## src/rtl/cud_pkg.sv

```systemverilog
`timescale 1ns/1ps
package cud_pkg;

    typedef enum logic [1:0] {
        MODE_HOLD = 2'd0,
        MODE_LOAD = 2'd1,
        MODE_INC  = 2'd2,
        MODE_DEC  = 2'd3
    } mode_e;

    typedef struct packed {
        logic load_n;
        logic en_par_n;
        logic en_trk_n;
        logic up;
    } ctl_t;

    // Load wins over counting; counting needs both enables asserted (low).
    function automatic mode_e pick_mode(input ctl_t c);
        mode_e m;
        if (!c.load_n)
            m = MODE_LOAD;
        else if (!c.en_par_n && !c.en_trk_n)
            m = c.up ? MODE_INC : MODE_DEC;
        else
            m = MODE_HOLD;
        return m;
    endfunction

endpackage

```

## src/rtl/cud_mode_sel.sv

```systemverilog
`timescale 1ns/1ps
module cud_mode_sel
    import cud_pkg::*;
(
    input  ctl_t  ctl,
    output mode_e mode
);
    always_comb begin
        mode = pick_mode(ctl);
    end
endmodule

```

## src/rtl/cud_next.sv

```systemverilog
`timescale 1ns/1ps
module cud_next
    import cud_pkg::*;
#(
    parameter int WIDTH = 4
) (
    input  mode_e            mode,
    input  logic [WIDTH-1:0] cur,
    input  logic [WIDTH-1:0] din,
    output logic [WIDTH-1:0] nxt
);
    localparam logic [WIDTH-1:0] ONE = WIDTH'(1);

    always_comb begin
        unique case (mode)
            MODE_LOAD: nxt = din;
            MODE_INC:  nxt = cur + ONE;
            MODE_DEC:  nxt = cur - ONE;
            default:   nxt = cur;
        endcase
    end
endmodule

```

## src/rtl/cud_term.sv

```systemverilog
`timescale 1ns/1ps
module cud_term #(
    parameter int WIDTH = 4
) (
    input  logic             clk,
    input  logic [WIDTH-1:0] cur,
    input  logic             up,
    input  logic             en_trk_n,
    output logic             tc_n
);
    logic at_top;
    logic at_bottom;

    always_comb begin
        at_top    = &cur;
        at_bottom = ~|cur;
        tc_n      = ~(~en_trk_n & (up ? at_top : at_bottom));
    end

    // terminal count may only be asserted while the trickle enable is asserted
    p_tc_gated_r6: assert property (@(posedge clk) !tc_n |-> !en_trk_n);
endmodule

```

## src/rtl/cud_counter.sv

```systemverilog
`timescale 1ns/1ps
module cud_counter
    import cud_pkg::*;
#(
    parameter int WIDTH = 4
) (
    input  logic             clk,
    input  logic             load_n,
    input  logic [WIDTH-1:0] din,
    input  logic             en_par_n,
    input  logic             en_trk_n,
    input  logic             up,
    output logic [WIDTH-1:0] q,
    output logic             tc_n
);
    localparam logic [WIDTH-1:0] ONE = WIDTH'(1);

    ctl_t             ctl;
    mode_e            mode;
    logic [WIDTH-1:0] cnt_q;
    logic [WIDTH-1:0] cnt_d;

    assign ctl = '{load_n: load_n, en_par_n: en_par_n, en_trk_n: en_trk_n, up: up};

    cud_mode_sel u_mode (
        .ctl  (ctl),
        .mode (mode)
    );

    cud_next #(.WIDTH(WIDTH)) u_next (
        .mode (mode),
        .cur  (cnt_q),
        .din  (din),
        .nxt  (cnt_d)
    );

    always_ff @(posedge clk) begin
        cnt_q <= cnt_d;
    end

    cud_term #(.WIDTH(WIDTH)) u_term (
        .clk      (clk),
        .cur      (cnt_q),
        .up       (up),
        .en_trk_n (en_trk_n),
        .tc_n     (tc_n)
    );

    assign q = cnt_q;

    // a load takes the data word on the next edge
    p_load_r1: assert property (@(posedge clk) !load_n |=> q == $past(din));
    // enabled up-count adds one
    p_inc_r2: assert property (@(posedge clk)
        load_n && !en_par_n && !en_trk_n && up |=> q == $past(q) + ONE);
    // enabled down-count subtracts one
    p_dec_r3: assert property (@(posedge clk)
        load_n && !en_par_n && !en_trk_n && !up |=> q == $past(q) - ONE);
    // any deasserted enable holds the count
    p_hold_r4: assert property (@(posedge clk)
        load_n && (en_par_n || en_trk_n) |=> $stable(q));
    // wrap from all ones to zero when counting up
    p_wrap_r5: assert property (@(posedge clk)
        load_n && !en_par_n && !en_trk_n && up && (&q) |=> q == '0);
endmodule

```

## config.mk

```make
export PLATFORM = sky130hd
export DESIGN_NAME = cud_counter
export DESIGN_NICKNAME = d
export VERILOG_FILES = /design/src/rtl/cud_pkg.sv /design/src/rtl/cud_mode_sel.sv /design/src/rtl/cud_next.sv /design/src/rtl/cud_term.sv /design/src/rtl/cud_counter.sv
export SDC_FILE = /design/constraint.sdc
export NUM_CORES = 1
export LEC_CHECK = 0
export ABC_AREA = 1
export ABC_CLOCK_PERIOD_IN_PS = 3300
export BUFFER_PORTS_ARGS = -buffer_cell sky130_fd_sc_hd__buf_2
export CAP_MARGIN = 20
export CELL_PAD_IN_SITES_DETAIL_PLACEMENT = 0
export CELL_PAD_IN_SITES_GLOBAL_PLACEMENT = 1
export CORE_AREA = 5 5 42 44
export DETAILED_ROUTE_END_ITERATION = 8
export DIE_AREA = 0 0 47 49
export GPL_TIMING_DRIVEN = 0
export MAX_ROUTING_LAYER = met4
export PLACE_DENSITY_LB_ADDON = 0.08
export SYNTH_ARGS = -nofsm -noshare
export SYNTH_HDL_FRONTEND = slang
export SYNTH_SLANG_ARGS = --single-unit
export TNS_END_PERCENT = 100
```

## constraint.sdc

```tcl
create_clock -name clk -period 3.3 [get_ports clk]
set_input_delay 0 -clock clk [delete_from_list [all_inputs] [get_ports clk]]
set_output_delay 0 -clock clk [all_outputs]
set_load 0.03 [all_outputs]
```

### Word-level counts from Yosys, hierarchy flattened

Cells that the tools add are included.

| storage, ports and cells | value |
|---|---|
| register bits | 4 |
| latch bits | 0 |
| memory bits (writable) | 0 |
| ROM bits | 0 |
| bits of input ports | 9 |
| output and inout port bits | 5 |
| logic and storage cells | 21 |
| memories | 0 |

| operators by class | value |
|---|---|
| add/subtract/negate cells | 2 |
| multipliers | 0 |
| div/mod/pow operators | 0 |
| magnitude comparators | 0 |
| equal/unequal tests | 3 |
| shift operators | 0 |
| muxes and demuxes | 5 |
| bitwise logic cells | 3 |
| reductions and logical operators | 7 |

Operators by type and width:

| cell | number |
|---|---|
| case mux 4 bit (3 select lines) | 1 |
| adder 4 x 1 -> 4 bit (second input constant) | 1 |
| equality test 2 bit (second input constant) | 2 |
| two-way mux 2 bit | 2 |
| AND reduction 4 bit | 1 |
| OR reduction 4 bit | 1 |
| subtractor 4 x 1 -> 4 bit (second input constant) | 1 |
| zero test 1 bit | 3 |
| nonzero test 3 bit | 1 |
| equality test 2 x 1 -> 1 bit (second input constant) | 1 |
| two-way mux 1 bit | 2 |
| NOT 1 bit | 2 |
| AND 1 bit | 1 |
| logical AND 1 bit | 1 |

### Depth between registers and ports, before layout

Gate-level depths: netlist of the first run.

| logic depth | value |
|---|---|
| depth in word-level cells | 6 |
| mapped depth | 10 |
| gate-level depth less buffers | 10 |

### Modules after synthesis

From an unflattened synthesis of the first run, not the netlist that was laid out.

| unflattened totals | value |
|---|---|
| cells, all modules | 63 |
| area total of the unflattened synthesis | 372.9 µm² |

By module, submodules not included:

| module | times used | cells each | area an instance (µm²) | seq. area each (µm²) |
|---|---|---|---|---|
| cud_next | 1 | 42 | 219.0 | 0.0 |
| cud_counter | 1 | 4 | 80.1 | 80.1 |
| cud_term | 1 | 12 | 46.3 | 0.0 |
| cud_mode_sel | 1 | 5 | 27.5 | 0.0 |

### Worst setup path after synthesis of the first run

Ideal clock, no wire load.

| timing | value |
|---|---|
| path kind | register to register |
| start | register cnt_q[1] (netlist: q[1]) |
| end | register cnt_q[2] (netlist: q[2]) (data pin) |
| setup time | 0.258 ns |
| arrival time | 1.346 ns |
| data required time | 3.042 ns |
| setup slack | 1.696 ns |
| stages on the path, launching flop included | 9 |
| path buffers | 0 |
| period minus slack after synthesis | 1.604 ns |
| path through | edfxtp_1 > nand4_1 > nand2_1 > inv_2 > ha_1 > inv_1 > nand2_1 > xor2_1 > o21ai_1 |

| between the ends | value |
|---|---|
| longest elaborated chain between the ends | 2 |
| elaborated cells on any way between the ends | 3 |
| those cells by class | add/sub (2); mux (1) |

RTL lines:

| item | RTL line | source |
|---|---|---|
| from (decl) | cud_counter.sv:20 | `logic [WIDTH-1:0] cnt_q;` |
| from (signal assigned) | cud_counter.sv:38 | `cnt_q <= cnt_d;` |
| subtractor 4 x 1 -> 4 bit / adder 4 x 1 -> 4 bit (equally long branches) | cud_next.sv:18, cud_next.sv:17 |  |
| case mux 4 bit (3 select lines) (*) | cud_next.sv:15 | `unique case (mode)` |
| via cnt_d[2] | cud_counter.sv:21 | `logic [WIDTH-1:0] cnt_d;` |

The timed path passes the listed nets; every way through them passes the cells marked *.
A chain may end at the register's enable or synchronous reset.

### Worst setup path in the final report of the first run

Ends and elaborated chain as after synthesis.

==> results.md, run 1 <==
- The run finished with clean final reports.
- Yosys mapped the design onto 18 distinct sky130hd cell types.
- The count of fill cells added during filler insertion is 162.
- The number of antenna violations at the first check in global routing is 0.
- The floorplan has 14 rows.
- The fraction of met2 tracks used by global routing is about an eighth.
- In the finished design, the share of the clock period the worst path needs comes to between 40% and 50%.
- The clock reaches the later pin of the worst-skew pair after around 240 ps.
- The clock tree from TritonCTS is done.
- The area of the placeable core is ~0.0014 mm^2.
- In this run the number of H-tree levels came out at 1.
- The first global-routing pass estimated 1407 um of wire.
- Counting flops and latches in the post-synthesis netlist gives 4.
- met2 is the most crowded layer.
- The final setup violation count is 0.
- Across the run, the number of max-cap violations was 0.
- The worst hold path cell count is 3.
- The type of the worst min-delay path is input port to flip-flop.
- For this run, the number of Yosys warnings is 0.
- The max-slew violation count came to 0.
- The worst setup margin is about 1800 ps.
- In the final timing run, aggregate negative setup slack is 0 ps.
- At the end of routability-driven placement, the weighted congestion stood at 0.6701.
- Global routing consumed, on the met1 layer, 10.20% of the routing resources.
- After detailed routing, the average wire length per cell comes to between 10 and 15 um.
- The maximum root-to-sink buffer count is 2.
- The number of logic stages on the critical path including buffering is 8.
- The total buffers and inverters traversed by the critical path is 2.
- The share of post-route cells with drive strength above 1 is 39.68%.
- The total clock buffers created by CTS is 3.
- The share of synthesized area occupied by flip-flops and latches is roughly 34%.
- Setup repair after global routing left no endpoint under its margin.
- The detail route stage leaves a number of antenna-violating nets equal to 0.
- The number of global-route vias before repair came to ~340.
- The highest-delay cell along the critical path is sky130_fd_sc_hd__edfxtp_1.
- The worst slack at placement is roughly 1700 ps.
- Summing all flip-flop and latch instances after layout gives 120.1 um^2.
- The number of remaining DRC errors is 0.
- The post-synthesis cell count is between 40 and 50.
- The register with the most flip-flops in the layout has 4 of them.
- The die width is about 47 um.
- The number of buffers added on ports is 13.
- The xor/xnor cell area share of the yosys netlist is 5.000%.
- After clock tree synthesis, the clock-pin slew on the worst setup and hold paths is 40 ps.
- The number of setup buffers added after CTS is 0.
- The data arrival time of the critical path is ~1500 ps.
- In this run, the number of DRC markers left after iteration 0 of detailed routing was 0.
- The shortest period the worst path allows is approximately 1500 ps.
- The largest single stage delay on the critical path is 420 ps.
- The routed wire length is around 850 um.
- Along the worst path, the maximum fanout reaches 6.
- The synthesized netlist devotes between 10% and 20% of its cell area to compound gates.
- For this design the ratio of total power to cell area is 390.7 mW/mm^2.
- The adder-cell share of the synthesized area is roughly 3.6%.
- The maximum number of pins on one net before global-route repair is 8.
- The number of nets in the finished design is 75.
- At the worst endpoint, the required time is 3280 ps.
- The critical path startpoint category is a flip-flop.
- The number of sinks on the clock net is 4.
- The synthesized netlist devotes between 30 and 40% of its cell area to simple gates.
- For this run, the detailed router's first-pass iteration total came to 1.
- The number of gates resized after CTS was 0.
- Global routing used 3.321% of the available met3 tracks.
- The fraction of synthesized area in multiplexers is 0%.
- The I/O pin count is 14.
- The worst setup path is captured at a flip-flop.
- Measured along the y axis, the die boundary spans a little under 50 um.
- Summed over all cells, the static leakage comes to approximately 0.00023 uW.
- Measured in cells, the most critical reg-to-reg path has a length of 8.
- The largest family of logic cells by synthesized area is simple AND/OR/NAND/NOR gates.
- The critical path is of the flip-flop to flip-flop type.
- The critical path goes through nand4_1 -> nand2_1 -> inv_2 -> ha_1 -> inv_1 -> nand2_1 -> xor2_1 -> o21ai_1.
- The worst slew slack as a fraction of its limit is around 73%.
- Based on the critical path, the design can be clocked at up to 658.2 MHz.
- The hold violation total from the final report is 0.
- The post-DP HPWL is between 600 and 700 um.
- The number of antenna diodes in the final layout is 0.
- The routed layout has roughly 360 vias.
- The tree is rooted in a sky130_fd_sc_hd__clkbuf_4.
- The total standard cell area after synthesis is between 300 and 400 um^2.
- Counting every net in the synthesized netlist gives between 50 and 60.
- The total congestion overflow is 0.
- From synthesis to final layout, the design area changed by 30.71%.
- A synthesized cell averages 7.454 um^2.
- The slew at the pin closest to its max-slew limit is a little under 400 ps.
- The cell that appears most often on the critical path is sky130_fd_sc_hd__nand2_1.
- The worst clock skew is roughly 6.7 ps.
- The starting density of the core is about a quarter.
- The largest voltage drop on the vdd net is between 0.2 and 0.25 mV.
- Buffers inserted to repair hold after CTS numbered 0.
- The number of vias per cell after detailed routing is 4.506.
- The die footprint is around 0.0023 mm^2.
- The multi-input combinational cells in the finished layout cover a total of 200.2 um^2.
- The overall routing resource usage is between 8 and 9%.
- The dominant delay contributor by cell family on the critical path is flip-flops.
## path summary, 6_finish.rpt
kind / startpoint / end / slack, ps
worst max register to register: q[1] / q[2] / 1780
worst max-delay path: q[1] / q[2] / 1780
worst min register to register: q[0] / q[0] / 770
worst min-delay path: din[3] / q[3] / 50
## per-layer routing
metal,vias up,routed length [um]
li1,192,-
met1,153,373
met2,9,422
met3,2,48
met4,0,7
met5,-,0
## cell usage after synthesis
cell | instances | share of area [%]
sky130_fd_sc_hd__a41oi_1 | 1 | 2.5
sky130_fd_sc_hd__edfxtp_1 | 4 | 34
sky130_fd_sc_hd__ha_1 | 1 | 3.6
sky130_fd_sc_hd__inv_1 | 5 | 5.4
sky130_fd_sc_hd__inv_2 | 3 | 3.2
sky130_fd_sc_hd__nand2_1 | 12 | 13
sky130_fd_sc_hd__nand2_2 | 3 | 5.4
sky130_fd_sc_hd__nand3_1 | 3 | 4.3
sky130_fd_sc_hd__nand3_2 | 1 | 2.9
sky130_fd_sc_hd__nand4_1 | 2 | 3.6
sky130_fd_sc_hd__nor2_1 | 1 | 1.1
sky130_fd_sc_hd__nor2_2 | 1 | 1.8
sky130_fd_sc_hd__nor2_4 | 1 | 3.2
sky130_fd_sc_hd__nor4_1 | 1 | 1.8
sky130_fd_sc_hd__o211ai_1 | 1 | 2.1
sky130_fd_sc_hd__o21ai_0 | 1 | 1.4
sky130_fd_sc_hd__o21ai_1 | 4 | 5.7
sky130_fd_sc_hd__xor2_1 | 2 | 5.0
## placed cells by master, fill, tap and decap left out, types with 2 or more instances in the layout
cell type,count
sky130_fd_sc_hd__buf_2,13
sky130_fd_sc_hd__xor2_1,2
sky130_fd_sc_hd__o21ai_1,4
sky130_fd_sc_hd__inv_2,3
sky130_fd_sc_hd__nand2_1,12
sky130_fd_sc_hd__nand4_1,2
sky130_fd_sc_hd__nand2_2,3
sky130_fd_sc_hd__nand3_1,3
sky130_fd_sc_hd__edfxtp_1,4
sky130_fd_sc_hd__inv_1,5
sky130_fd_sc_hd__clkbuf_4,3
## final cells by class
cell class / instances / area share [%]
repair buffers: 13 / 14.21
well taps: 16 / 4.372
inverters: 8 / 6.557
clock buffers: 3 / 4.918
multi-input cells: 35 / 43.72
flip-flops and latches: 4 / 26.23
## per-stage QoR
step           total power, uW  util, %  instance area, um^2  hold WS (ps)  std cells
2_1_floorplan            102.4        -                350.3         185.6         47
3_3_place_gp             120.7    31.07                435.4         288.9         76
3_5_place_dp             120.4    31.07                435.4         288.9         76
4_1_cts                  182.4    32.68                457.9         42.02         79
5_1_grt                  194.3    32.68                457.9         53.63         79
6_report                 178.9    32.68                457.9         48.01         79
## report_power, final
part	switching [uW]	total [uW]	internal, uW
clock network	19.6	60.2	40.6
registers	6.55	68.7	62.2
logic	32.3	50.0	17.7
## tightest hold or removal path: stages
cell,delay (ps)
sky130_fd_sc_hd__buf_2,70
sky130_fd_sc_hd__nand2_1,40
sky130_fd_sc_hd__nand2_1,60
## cell families after synthesis
logic type,after synthesis
compound gates,7
xor+xnor,2
fa+ha+maj,1
buf+inv,8
flops,4
simple gates,25
No activity file was read; power rests on OpenSTA's default activity.
==> inputs of run 2 (changes only) <==
ABC_AREA = 0   (was 1)
ABC_CLOCK_PERIOD_IN_PS = 1390   (was 3300)
clock period = 1.39 ns   (was 3.3 ns; I/O delays follow)
==> results.md, run 2 <==
- By instance count, the leading cell after synthesis is sky130_fd_sc_hd__nand2_1.
- The clock-pin slew of the registers on the worst-case setup and hold paths is approximately 40 ps.
- The final layout contains routed wiring with a total length of approximately 830 um.
- The total congestion overflow is 0.
- The setup path with the least slack is of type flip-flop to flip-flop.
- The overall routing resource usage is between 7 and 8%.
- The flow ran to the end, but the final reports show violations.
- The die footprint is ~0.0023 mm^2.
- The root buffer cell chosen for the clock tree is sky130_fd_sc_hd__clkbuf_4.
- The initial utilization of the core area, before any placement, comes to between 20% and 30%.
- The y dimension of the die is about 50 um.
- The kind of end point of the critical path is a flip-flop.
- For this design, the CTS-stage hold fixing added 0 buffers.
- The tool flagged a number of max-cap violations equal to 0.
- The number of buffers added on ports is 13.
- The worst hold path belongs to the class input port to flip-flop.
- The first TritonRoute pass finished after 3 iterations.
- In this design, the stage delay of the slowest critical-path cell is 410 ps.
- CTS built an H-tree with a depth of 1.
- The routed layout has slightly above 300 vias.
- By count the netlist is led by 7 x sky130_fd_sc_hd__nand2_1, 4 x sky130_fd_sc_hd__edfxtp_1, 3 x sky130_fd_sc_hd__nand4_1.
- For this design the top-level I/O count stands at 14.
- The number of flip-flops in the largest register is 4.
- The number of vias per cell after detailed routing is between 4 and 5.
- Summed over its instances, the top area cell type makes up a little over two fifths of the synthesized netlist area.
- The critical path goes through xor2_1 -> ha_2 -> or3_4 -> a211o_1 -> nand3_2.
- STA puts the critical path data arrival time at 1670 ps.
- Of the cells placed in the final design, the portion with a size suffix greater than 1 is between 50 and 60%.
- The number of nets handed over by synthesis was 40.
- The dominant delay contributor by cell family on the critical path is simple AND/OR/NAND/NOR gates.
- Cells fill 32.86% of the core in the end.
- Compared with the post-synthesis result, the final layout area differs by 63.56%.
- The mean post-synth cell area is roughly 9.4 um^2.
- After detailed routing, the average wire length per cell comes to approximately 12 um.
- Entering global routing, the biggest net connects 9 pins.
- The count of warnings emitted by yosys is 0.
- The worst clock skew is between 5 and 6 ps.
- The total clock buffers created by CTS is 3.
- The critical path contains buffers and inverters numbering 0 combined.
- Data on the critical path is required at its endpoint by 1490 ps.
- The synthesized design contains 4 register bits.
- The congestion estimate from routability-driven global placement came to 0.6338.
- The highest-delay cell along the critical path is sky130_fd_sc_hd__edfxtp_1.
- The share of synthesized flip-flops with an asynchronous set or reset is 0%.
- For the pin with the worst max-slew slack, the measured transition is roughly 550 ps.
- The total standard cell area after synthesis is approximately 280 um^2.
- Dividing total power by cell area gives a power density of between 900 and 1000 mW/mm^2.
- For this design, the sink count on the clock tree is 4.
- The clock reaches the later pin of the worst-skew pair after around 240 ps.
- The biggest area contributor in the post-synthesis netlist is sky130_fd_sc_hd__edfxtp_1.
- The largest voltage drop on the vdd net is 0.4024 mV.
- In the finished design, the share of the clock period the worst path needs comes to 113.0%.
- Of all nets on the critical path, the largest fanout is 3.
- The row count is 14.
- Detailed placement ended at an HPWL of ~550 um.
- In the post-route analysis, the smallest setup slack over all paths is -181.2 ps.
- The max-slew violation count is 0.
- The worst hold margin is ~32 ps.
- The number of global-route vias before repair was about 270.
- For this run, the leading register cell type out of synthesis is sky130_fd_sc_hd__edfxtp_1.
- The library cell used most frequently in the layout, excluding fill and tap cells, is sky130_fd_sc_hd__buf_2.
- By area the synthesized netlist is led by sky130_fd_sc_hd__edfxtp_1 43%, sky130_fd_sc_hd__nand2_1 9.3%, sky130_fd_sc_hd__nand4_1 6.7%.
- Synthesis instantiated 16 different standard cells from the library.
- The final setup violation count is 3.
- Setup repair after global routing could not meet its margin everywhere.
- The shortest period the worst path allows is around 1600 ps.
- The final reports fail on negative setup slack.
- The critical path startpoint category is a flip-flop.
- The number of design-rule violations left by the first detailed-router iteration is 1.
- The global-route wire length before repair is around 1200 um.
- After detailed routing, the number of remaining DRC violations is 0.
- The die width is about 47 um.
- The count of nets left with antenna violations once routing finished came out at 0.
- The hold violation total from the final report is 0.
- Counting flops with a built-in enable in the synthesized netlist gives 4.
- The upper clock frequency limit is 636.5 MHz.
- Sequential elements use around 43% of the synthesized area.
- In the final design database the tool counted 63 nets.
- Summed over all cells, the static leakage comes to 0.0002111 uW.
- The clock passes through at most 2 buffers.
- The number of antenna violations at the first check in global routing is 0.
- The worst slew slack as a fraction of its limit is roughly 63%.
- The library cells used most frequently in the layout, excluding fill and tap cells, are 12 x sky130_fd_sc_hd__buf_2, 7 x sky130_fd_sc_hd__nand2_1, 5 x sky130_fd_sc_hd__buf_4.
- The area of the placeable core is 0.001401 mm^2.
- TritonCTS built the clock tree.
- Synthesis produced 30 cells.
- The number of diodes added for antenna fixing is 0.
## run 2: cell types whose count changed after synthesis, moves of 2 or more
cell / delta
sky130_fd_sc_hd__inv_2: -3
sky130_fd_sc_hd__a211o_1: +2
sky130_fd_sc_hd__nand2_1: -5
sky130_fd_sc_hd__nand2_2: -3
sky130_fd_sc_hd__inv_1: -5
sky130_fd_sc_hd__o21ai_1: -4
## run 2: stage by stage
stage / setup slack, ps / area, um^2 / instances / TNS (ps) / power, uW
after floorplan: -317.3 / 284.0 / 30 / -611.1 / 212.8
after global placement: -483.6 / 369.1 / 59 / -778.5 / 244.1
after detailed placement: -521.7 / 369.1 / 59 / -866.4 / 246.2
after CTS: -194.3 / 430.4 / 65 / -490.5 / 418.4
after global routing: -243.8 / 460.4 / 67 / -635.5 / 450.1
final: -181.2 / 460.4 / 67 / -452.5 / 424.5
## run 2: where the power goes
group	total, uW	switching [uW]	internal, uW	leakage [uW]
Clock	152	55.0	97.1	0.0000138
Sequential	156	8.87	147	0.0000402
Combinational	116	62.3	54.0	0.000157
Total	424	126	298	0.000211
## run 2: worst paths after layout
| kind | startpoint | endpoint | slack (ps) | depth (start not counted) |
|---|---|---|---|---|
| setup / recovery | q[1] | q[2] | -180 | 5 |
| hold / removal | din[1] | q[1] | 30 | 3 |
| setup reg to reg | q[1] | q[2] | -180 | 5 |
| hold reg to reg | q[3] | q[3] | 700 | 2 |
## run 2: kinds of logic (layout without fill, tap and decap cells)
family	count (synthesis)	in the layout	share of synthesized area, %
AND/OR/NAND/NOR	18	18	35.12
AO/OA/AOI/OAI	4	4	9.779
flip-flops	4	4	42.67
adder cells (fa/ha/maj)	1	1	4.444
XOR/XNOR	1	1	3.112
multiplexers	1	1	3.556
buffers and inverters	1	22	1.332
## run 2: area by class of cell
class / count / area [um^2]
multi-input combinational: 25 / 177.7
clock buffer: 3 / 22.52
tap: 16 / 20.02
timing repair buffer: 19 / 120.1
fill: 167 / 940.9
sequential: 4 / 120.1
## run 2: timing repair
action                     CTS  global route
setup buffers                4             2
gates resized for setup      4             3
setup endpoints to repair    3             3
pin swaps                    2             1
## run 2: layer usage
layer	part of all wire (%)	routed length (um)	global-route usage [%]	vias to the layer above
met5	0	0	-	-
met4	0	0	5.530	0
met3	8.9	74	2.583	0
met2	51	422	9.955	9
met1	40	335	9.111	140
li1	-	-	-	157
## run 2: worst register-to-register path, stage by stage (launching register included)
cell and delay, ps:
sky130_fd_sc_hd__edfxtp_1 410, sky130_fd_sc_hd__xor2_1 170, sky130_fd_sc_hd__ha_2 180, sky130_fd_sc_hd__or3_4 330, sky130_fd_sc_hd__a211o_1 270, sky130_fd_sc_hd__nand3_2 80
